### config.mk
export PLATFORM = sky130hd
export DESIGN_NAME = addr_pattern_unit
export DESIGN_NICKNAME = d
export VERILOG_FILES = /design/src/rtl/apg_pkg.sv /design/src/rtl/apg_datapath.sv /design/src/rtl/apg_control.sv /design/src/rtl/addr_pattern_unit.sv
export SDC_FILE = /design/constraint.sdc
export NUM_CORES = 1
export LEC_CHECK = 0
export BUFFER_PORTS_ARGS = -buffer_cell sky130_fd_sc_hd__buf_2
export CORE_MARGIN = 3
export CORE_UTILIZATION = 55
export DETAILED_ROUTE_END_ITERATION = 10
export PLACE_DENSITY = 0.84
export SLEW_MARGIN = 20
export SYNTH_ARGS = -nofsm -noshare
export SYNTH_HDL_FRONTEND = slang
export SYNTH_SLANG_ARGS = --single-unit
### constraint.sdc
create_clock -name clk -period 7 [get_ports clk]
set_clock_uncertainty 0.1 [all_clocks]
set_input_delay 1.4 -clock clk [delete_from_list [all_inputs] [get_ports clk]]
set_output_delay 1.4 -clock clk [all_outputs]
set_load 0.03 [all_outputs]
### src/rtl/apg_pkg.sv
package apg_pkg;

  typedef enum logic [2:0] {
    PAT_WALK1    = 3'd0,
    PAT_WALK0    = 3'd1,
    PAT_BOUNCE   = 3'd2,
    PAT_COUNT    = 3'd3,
    PAT_SCRAMBLE = 3'd4
  } patMode_e;

  // Strobes from control to datapath for the error history
  typedef struct packed {
    logic wipe;        // clear history
    logic latchAddr;   // capture failing address
    logic bumpCount;   // increment error count
  } errCtl_t;

endpackage

### src/rtl/apg_datapath.sv
module apg_datapath
  import apg_pkg::*;
#(
  parameter int ADDR_W = 32,
  parameter int DATA_W = 64,
  parameter int IDX_LO = 2,
  parameter int IDX_HI = 22,
  parameter int CNT_W  = 8
) (
  input  logic              clk,
  input  logic              rst_n,
  input  logic [2:0]        mode,
  input  logic [ADDR_W-1:0] addr,
  input  logic              beatValid,
  input  logic [DATA_W-1:0] beatData,
  input  errCtl_t           ctl,
  output logic [DATA_W-1:0] genData,
  output logic              missNow,
  output logic              mismatch,
  output logic              cntFull,
  output logic [CNT_W-1:0]  errCount,
  output logic [ADDR_W-1:0] firstFailAddr
);

  localparam int IDX_W  = IDX_HI - IDX_LO + 1;
  localparam int HALF_W = DATA_W / 2;
  localparam int PAD_W  = HALF_W - IDX_W;
  localparam int WSEL_W = $clog2(DATA_W);
  localparam logic [CNT_W-1:0] CNT_MAX = {CNT_W{1'b1}};

  logic [IDX_W-1:0]  wordIdx;
  logic [DATA_W-1:0] walkWord;
  logic [DATA_W-1:0] bounceWord;
  logic [DATA_W-1:0] countWord;
  logic [DATA_W-1:0] scrWord;
  logic [IDX_W-1:0]  scrStage [4];

  assign wordIdx = addr[IDX_HI:IDX_LO];

  // One-hot decoder for the walking patterns
  for (genvar b = 0; b < DATA_W; b++) begin : g_walk
    assign walkWord[b] = (wordIdx[WSEL_W-1:0] == WSEL_W'(b));
  end

  assign bounceWord = {DATA_W{wordIdx[0]}};
  assign countWord  = {{PAD_W{1'b0}}, wordIdx, {PAD_W{1'b0}}, wordIdx};

  // Three reversible xor-shift steps over the index width
  assign scrStage[0] = wordIdx;
  assign scrStage[1] = scrStage[0] ^ (scrStage[0] << 7);
  assign scrStage[2] = scrStage[1] ^ (scrStage[1] >> 5);
  assign scrStage[3] = scrStage[2] ^ (scrStage[2] << 3);
  assign scrWord     = {{PAD_W{1'b0}}, ~scrStage[3], {PAD_W{1'b0}}, scrStage[3]};

  always_comb begin
    unique case (patMode_e'(mode))
      PAT_WALK1:    genData = walkWord;
      PAT_WALK0:    genData = ~walkWord;
      PAT_BOUNCE:   genData = bounceWord;
      PAT_COUNT:    genData = countWord;
      PAT_SCRAMBLE: genData = scrWord;
      default:      genData = '0;
    endcase
  end

  assign missNow = beatValid && (beatData != genData);
  assign cntFull = (errCount == CNT_MAX);

  always_ff @(posedge clk) begin
    if (!rst_n) begin
      mismatch      <= 1'b0;
      errCount      <= '0;
      firstFailAddr <= '0;
    end else begin
      mismatch <= missNow;
      if (ctl.wipe) begin
        errCount      <= '0;
        firstFailAddr <= '0;
      end else begin
        if (ctl.bumpCount) errCount <= errCount + 1'b1;
        if (ctl.latchAddr) firstFailAddr <= addr;
      end
    end
  end

endmodule

### src/rtl/apg_control.sv
module apg_control
  import apg_pkg::*;
(
  input  logic    clk,
  input  logic    rst_n,
  input  logic    clearErr,
  input  logic    missNow,
  input  logic    cntFull,
  output errCtl_t ctl,
  output logic    errSticky
);

  logic recordMiss;

  assign recordMiss    = missNow && !clearErr;
  assign ctl.wipe      = clearErr;
  assign ctl.latchAddr = recordMiss && !errSticky;
  assign ctl.bumpCount = recordMiss && !cntFull;

  always_ff @(posedge clk) begin
    if (!rst_n)          errSticky <= 1'b0;
    else if (clearErr)   errSticky <= 1'b0;
    else if (recordMiss) errSticky <= 1'b1;
  end

endmodule

### src/rtl/addr_pattern_unit.sv
module addr_pattern_unit
  import apg_pkg::*;
#(
  parameter int ADDR_W = 32,
  parameter int DATA_W = 64,
  parameter int IDX_LO = 2,
  parameter int IDX_HI = 22,
  parameter int CNT_W  = 8
) (
  input  logic              clk,
  input  logic              rst_n,
  input  logic [2:0]        mode,
  input  logic [ADDR_W-1:0] addr,
  input  logic              beatValid,
  input  logic [DATA_W-1:0] beatData,
  input  logic              clearErr,
  output logic [DATA_W-1:0] genData,
  output logic              mismatch,
  output logic              errSticky,
  output logic [CNT_W-1:0]  errCount,
  output logic [ADDR_W-1:0] firstFailAddr
);

  errCtl_t ctl;
  logic    missNow;
  logic    cntFull;

  apg_datapath #(
    .ADDR_W(ADDR_W), .DATA_W(DATA_W), .IDX_LO(IDX_LO),
    .IDX_HI(IDX_HI), .CNT_W(CNT_W)
  ) u_dp (
    .clk(clk), .rst_n(rst_n), .mode(mode), .addr(addr),
    .beatValid(beatValid), .beatData(beatData), .ctl(ctl),
    .genData(genData), .missNow(missNow), .mismatch(mismatch),
    .cntFull(cntFull), .errCount(errCount), .firstFailAddr(firstFailAddr)
  );

  apg_control u_ctl (
    .clk(clk), .rst_n(rst_n), .clearErr(clearErr), .missNow(missNow),
    .cntFull(cntFull), .ctl(ctl), .errSticky(errSticky)
  );

endmodule

# After elaboration in Yosys (flattened, before gate mapping)
# Cells that the tools add are included.
totals:
  elab_cells: 91
  ff_bits: 42
  input_bits: 103
op_classes:
  eq_ne: 69
  add_sub_neg: 1
  mux: 1
  reduce_logical: 10
  bitwise_logic: 6
ops:
  columns: ["cell", "n"]
  rows:
  - ["case mux 64 bit (5 select lines)", 1]
  - ["== test 6 bit (second input constant)", 32]
  - ["== test 6 x 5 -> 1 bit (second input constant)", 16]
  - ["!= test 64 bit", 1]
  - ["NOT 64 bit", 1]
  - ["== test 6 x 4 -> 1 bit (second input constant)", 8]
  - ["bitwise XOR 21 bit", 2]
  - ["== test 6 x 3 -> 1 bit (second input constant)", 4]
  - ["NOT 21 bit", 1]
  - ["bitwise XOR 21 x 16 -> 21 bit", 1]
  - ["== test 6 x 2 -> 1 bit (second input constant)", 2]
  - ["adder 8 x 1 -> 8 bit (second input constant)", 1]
  - ["== test 8 bit (second input constant)", 1]
  - ["== test 3 x 2 -> 1 bit (second input constant)", 2]
  - ["== test 6 x 1 -> 1 bit (second input constant)", 1]
  - ["zero test 6 bit", 1]
  - ["logical AND 1 bit", 4]
  - ["== test 3 x 1 -> 1 bit (second input constant)", 1]
  - ["== test 3 bit (second input constant)", 1]
  - ["zero test 1 bit", 3]
  - ["zero test 3 bit", 1]
  - ["OR reduction 2 bit", 1]
  - ["NOT 1 bit", 1]

# Longest topological paths before layout
logic_depth:
  depth_word: 9
  mapped_depth: 16
  depth_no_buf: 10

# Modules after synthesis
# Synthesis repeated with hierarchy kept, for this count alone.
hier_totals:
  cells_unflattened: 917
  hier_area_um2: 6521.3
modules_own_cells:
  columns: ["module", "cells_per_inst", "seq_area_each_um2", "instances", "area_per_inst_um2"]
  rows:
  - ["apg_datapath", 910, 820.8, 1, 6463.7]
  - ["apg_control", 7, 20.0, 1, 57.6]

# Least setup slack after synthesis
# No wires, ideal clock.
synth_path:
  path_kind: "input-to-output"
  startpoint: "input port addr[4]"
  endpoint: "output port genData[39]"
  cell_stages: 7
  setup_slack_ns: 2.122
  required_ns: 5.500
  arrival_time_ns: 3.378
  cell_sequence: "buf_6 -> xor2_1 -> xnor3_1 -> mux2_2 -> nor2_1 -> a21oi_1 -> o21ai_0"
synth_via:
  elab_chain_cells: 5
  word_cells_on_any_way: 7
  cone_classes: "eq/ne: 1; mux: 1; bitwise: 5"
synth_rtl:
  columns: ["item", "line", "text"]
  rows:
  - ["start: declaration", "addr_pattern_unit.sv:13", "input logic [ADDR_W-1:0] addr,"]
  - ["bitwise XOR 21 bit", "apg_datapath.sv:50", "assign scrStage[1] = scrStage[0] ^ (scrStage[0] << 7);"]
  - ["bitwise XOR 21 x 16 -> 21 bit", "apg_datapath.sv:51", "assign scrStage[2] = scrStage[1] ^ (scrStage[1] >> 5);"]
  - ["bitwise XOR 21 bit", "apg_datapath.sv:52", "assign scrStage[3] = scrStage[2] ^ (scrStage[2] << 3);"]
  - ["NOT 21 bit", "apg_datapath.sv:53", "assign scrWord = {{PAD_W{1'b0}}, ~scrStage[3], {PAD_W{1'b0}}, scrStage[3]};"]
  - ["case mux 64 bit (5 select lines) *", "apg_datapath.sv:56", "unique case (patMode_e'(mode))"]
  - ["end: declaration", "addr_pattern_unit.sv:17", "output logic [DATA_W-1:0] genData,"]
# Every way passes the cells marked *; elsewhere a longest branch is shown, timed or not.

# Worst setup path in the final report
layout_path:
  startpoint: "input port mode[2]"
  endpoint: "register u_dp.firstFailAddr[0]"
layout_via:
  elab_chain_cells: 6
  word_cells_on_any_way: 10
  cone_classes: "eq/ne: 5; mux: 1; reduce/logical: 4"
layout_rtl:
  columns: ["item", "line", "text"]
  rows:
  - ["start: declaration", "addr_pattern_unit.sv:12", "input logic [2:0] mode,"]
  - ["== test 3 bit (tied with other cells)", "apg_datapath.sv:56", null]
  - ["case mux 64 bit (5 select lines) *", "apg_datapath.sv:56", null]
  - ["!= test 64 bit *", "apg_datapath.sv:66", "assign missNow = beatValid && (beatData != genData);"]
  - ["logical AND 1 bit *", "apg_datapath.sv:66", null]
  - ["logical AND 1 bit *", "apg_control.sv:15", "assign recordMiss = missNow && !clearErr;"]
  - ["logical AND 1 bit *", "apg_control.sv:17", "assign ctl.latchAddr = recordMiss && !errSticky;"]
  - ["end signal: assignment", "apg_datapath.sv:81", "if (ctl.latchAddr) firstFailAddr <= addr;"]
  - ["end: declaration", "apg_datapath.sv:22", "output logic [ADDR_W-1:0] firstFailAddr"]
# Marks and branches as above.
# A chain may end at the register's enable or synchronous reset.

==> impl_metrics.env <==
export IMPL_status="completed"
export IMPL_pwr_share_comb_pct=58.2
export IMPL_grt_ovfl_total=0
export IMPL_p_leak_nw=3.40
export IMPL_p_sw_w=0.000529
export IMPL_cp_depth=12
export IMPL_synth_cell_types=97
export IMPL_period_minus_slack_ps=5850
export IMPL_htreeDepth=2
export IMPL_start_util_pct=57.0
export IMPL_cts_buffers=5
export IMPL_drive_above_1_share_pct=26.9
export IMPL_rsz0062_at_grt="no"
export IMPL_hpwl_mm=22.6
export IMPL_post_synth_instance_area_um2=6620
export IMPL_cts_tree="yes"
export IMPL_relSlewSlack_pct=30.0
export IMPL_grt_pass1_wl_mm=44.0
export IMPL_ys_seq_area_share_pct=12.7
export IMPL_fin_ws_ps=1150
export IMPL_routed_wl_mm=29.8
export IMPL_fmax_ghz=0.171
export IMPL_antenna_found_initial=1
export IMPL_power_density_nw_per_um2=147
export IMPL_cp_cell_sequence="buf_2 > nor2b_1 > o21ai_0 > nand4_1 > mux2i_1 > nor4_1 > nand4_1 > or4_4 > o21ai_4 > buf_4 > o21ai_0 > a21oi_1"
export IMPL_cts_hold_buf=0
export IMPL_cp_endpoint="u_dp.firstFailAddr[0]"
export IMPL_clk_pin_slew_worst_paths_ps=70
export IMPL_critPathLaunch="mode[2]"
export IMPL_cp_top_family="simple AND/OR/NAND/NOR gates"
export IMPL_syn_inst=911
export IMPL_period_share_pct=83.6
export IMPL_antenna_left=0
export IMPL_viasPerCell=7.09
export IMPL_slew_violations=0
export IMPL_synth_avg_cell_area_um2=7.27
export IMPL_first_global_vias=7551
export IMPL_drc_errors=0
export IMPL_core_area_um2=11600
export IMPL_r2r_start="u_dp.errCount[0]"
export IMPL_p_int_w=0.000600
export IMPL_grt_total_usage_pct=42.6
export IMPL_cp_start_kind="input pin"
export IMPL_synth_flop_cell="dfxtp_1"
export IMPL_finalHoldViolations=0
export IMPL_num_antenna_cells=0
export IMPL_nNetsFinal=1158
export IMPL_yosysWarnings=0
export IMPL_synth_seq_cells=42
export IMPL_drt_iter0_markers=1554
export IMPL_seqPwrFrac_pct=21.8
export IMPL_grt_max_degree=44
export IMPL_ctsLongestPathBuffers=2
export IMPL_hp_class="reg2reg"
export IMPL_crit_fanout=43
export IMPL_critPathKind="in2reg"
export IMPL_synth_edf_count=0
export IMPL_clock_latency_ps=280
export IMPL_synth_nets=1015
export IMPL_slowest_stage="nor2b_1"
export IMPL_fp_dieW_um=116
export IMPL_finalSetupViolCount=0
export IMPL_critPathBufInv=2
export IMPL_tightest_slew_ps=1040
export IMPL_syn2layout_area_growth_pct=15.8
export IMPL_swShare_pct=46.8
export IMPL_dr_pass1_iters=7
export IMPL_pre_cts_slack_ps=1170
export IMPL_dieArea_um2=13400
export IMPL_crit_path_max_incr_delay_ps=840
export IMPL_utilization_pct=66.0
export IMPL_fill_cells=1074
export IMPL_multi_input_area_um2=5220
export IMPL_r2r_cells=5
export IMPL_finalSetupTns_ps=0
export IMPL_clkPwrFrac_pct=20.0
export IMPL_r2r_slack_ps=5000
export IMPL_endpoint_kind="flop"
export IMPL_cts_resized_gates=0
export IMPL_cp_required_ps=7100
export IMPL_layout_commonest_cell="buf_2"
export IMPL_die_h_um=116
export IMPL_cts_setup_buffers=0
export IMPL_rows=39
export IMPL_mostFrequentLayoutCells="buf_2 (208), a21oi_1 (103), nand2_1 (79), nand3_1 (58), o21ai_0 (50)"
export IMPL_io_buffers=208
export IMPL_cp_data_arrival_time_ps=5950
export IMPL_cts_sinks=42
export IMPL_cap_violations=0
export IMPL_ir_worst_vdd_v=0.000112
export IMPL_routabilityCongestion=1.14
export IMPL_cts_root_buf="clkbuf_16"
export IMPL_r2r_end="u_dp.errCount[4]"
export IMPL_seqCellArea_um2=841
export IMPL_io_pin_count=209
export IMPL_async_flop_share_pct=0
export IMPL_vias=8490
export IMPL_routedWlPerCell_um=24.9
==> routing by layer <==
metal / global-route usage [%] / vias up / routed length, um
li1: - / 3759 / -
met1: 56.4 / 3852 / 11000
met2: 65.0 / 729 / 12700
met3: 10.4 / 148 / 4160
met4: 21.0 / 2 / 1850
met5: 0 / - / 20
==> logic make-up (layout without fill, tap and decap cells) <==
logic type,after synthesis,after routing,synth area share [%]
AND/OR/NAND/NOR,350,350,30.9
AO/OA/AOI/OAI,316,316,31.1
buffers and inverters,113,257,8.62
XOR/XNOR,69,69,13.3
flip-flops,42,42,12.7
multiplexers,20,20,3.12
adder cells (fa/ha/maj),1,1,0.189
==> registers in the layout (all words and copies together) (netlist names) <==
register,flops
u_dp.mismatch,1
u_ctl.errSticky,1
u_dp.firstFailAddr,32
u_dp.errCount,8
==> Yosys cell counts, drive strengths merged, types with 11 or more instances <==
master,number,area [um^2]
and3,19,119
buf,57,360
nand4,21,131
dfxtp,42,841
a21oi,103,515
nor3,19,100
o21ai,67,350
xnor3,13,293
clkbuf,37,139
xnor2,43,407
mux2i,15,150
a211oi,16,120
o22ai,19,119
inv,19,71.3
a21o,11,82.6
nand2b,11,68.8
nor2b,11,68.8
nor2,41,156
nand2,79,297
nand3,58,290
==> cell type report <==
type / instances / area share, %
clock buffer: 6 / 1.68
tap: 143 / 2.33
timing repair buffer: 230 / 15.7
clock inverter: 2 / 0.180
multi-input combinational: 756 / 68.2
sequential: 42 / 11.0
inverter: 19 / 0.931
==> per-stage QoR <==
step | instances | power (W) | instance area (um^2) | hold slack (ps)
4_1_cts | 1198 | 0.00110 | 7660 | 373
3_3_place_gp | 1190 | 0.000881 | 7510 | 356
5_1_grt | 1198 | 0.00116 | 7660 | 396
6_report | 1198 | 0.00113 | 7660 | 373
2_1_floorplan | 911 | 0.000682 | 6620 | 507
3_5_place_dp | 1190 | 0.000878 | 7510 | 365
==> worst reg2reg max path: stages, from the launching register on <==
cell     delay (ps)
dfxtp_1         360
ha_1            250
and4_1          220
and3_1          290
or4_1           510
a21oi_1         180
==> worst min-delay path by stage <==
stage	startpoint	end	slack [ps]	depth (start not counted)
3_5_place_dp	u_dp.firstFailAddr[9]	u_dp.firstFailAddr[9]	370	2
3_3_place_gp	u_dp.firstFailAddr[27]	u_dp.firstFailAddr[27]	360	2
5_1_grt	u_dp.firstFailAddr[27]	u_dp.firstFailAddr[27]	400	2
4_1_cts	u_dp.firstFailAddr[9]	u_dp.firstFailAddr[9]	370	2
2_1_floorplan	u_dp.firstFailAddr[0]	u_dp.firstFailAddr[0]	510	2
6_report	u_dp.firstFailAddr[9]	u_dp.firstFailAddr[9]	370	2
==> power by group through the flow <==
| stage | sequential [W] | combinational [W] | clock [W] |
|---|---|---|---|
| detailed placement | 0.000252 | 0.000626 | 0 |
| finish | 0.000246 | 0.000657 | 0.000226 |
| floorplan | 0.000261 | 0.000421 | 0 |
| CTS | 0.000246 | 0.000630 | 0.000225 |
| global route | 0.000247 | 0.000681 | 0.000235 |
| global placement | 0.000251 | 0.000629 | 0 |
Power figures use the tool's default switching activity.
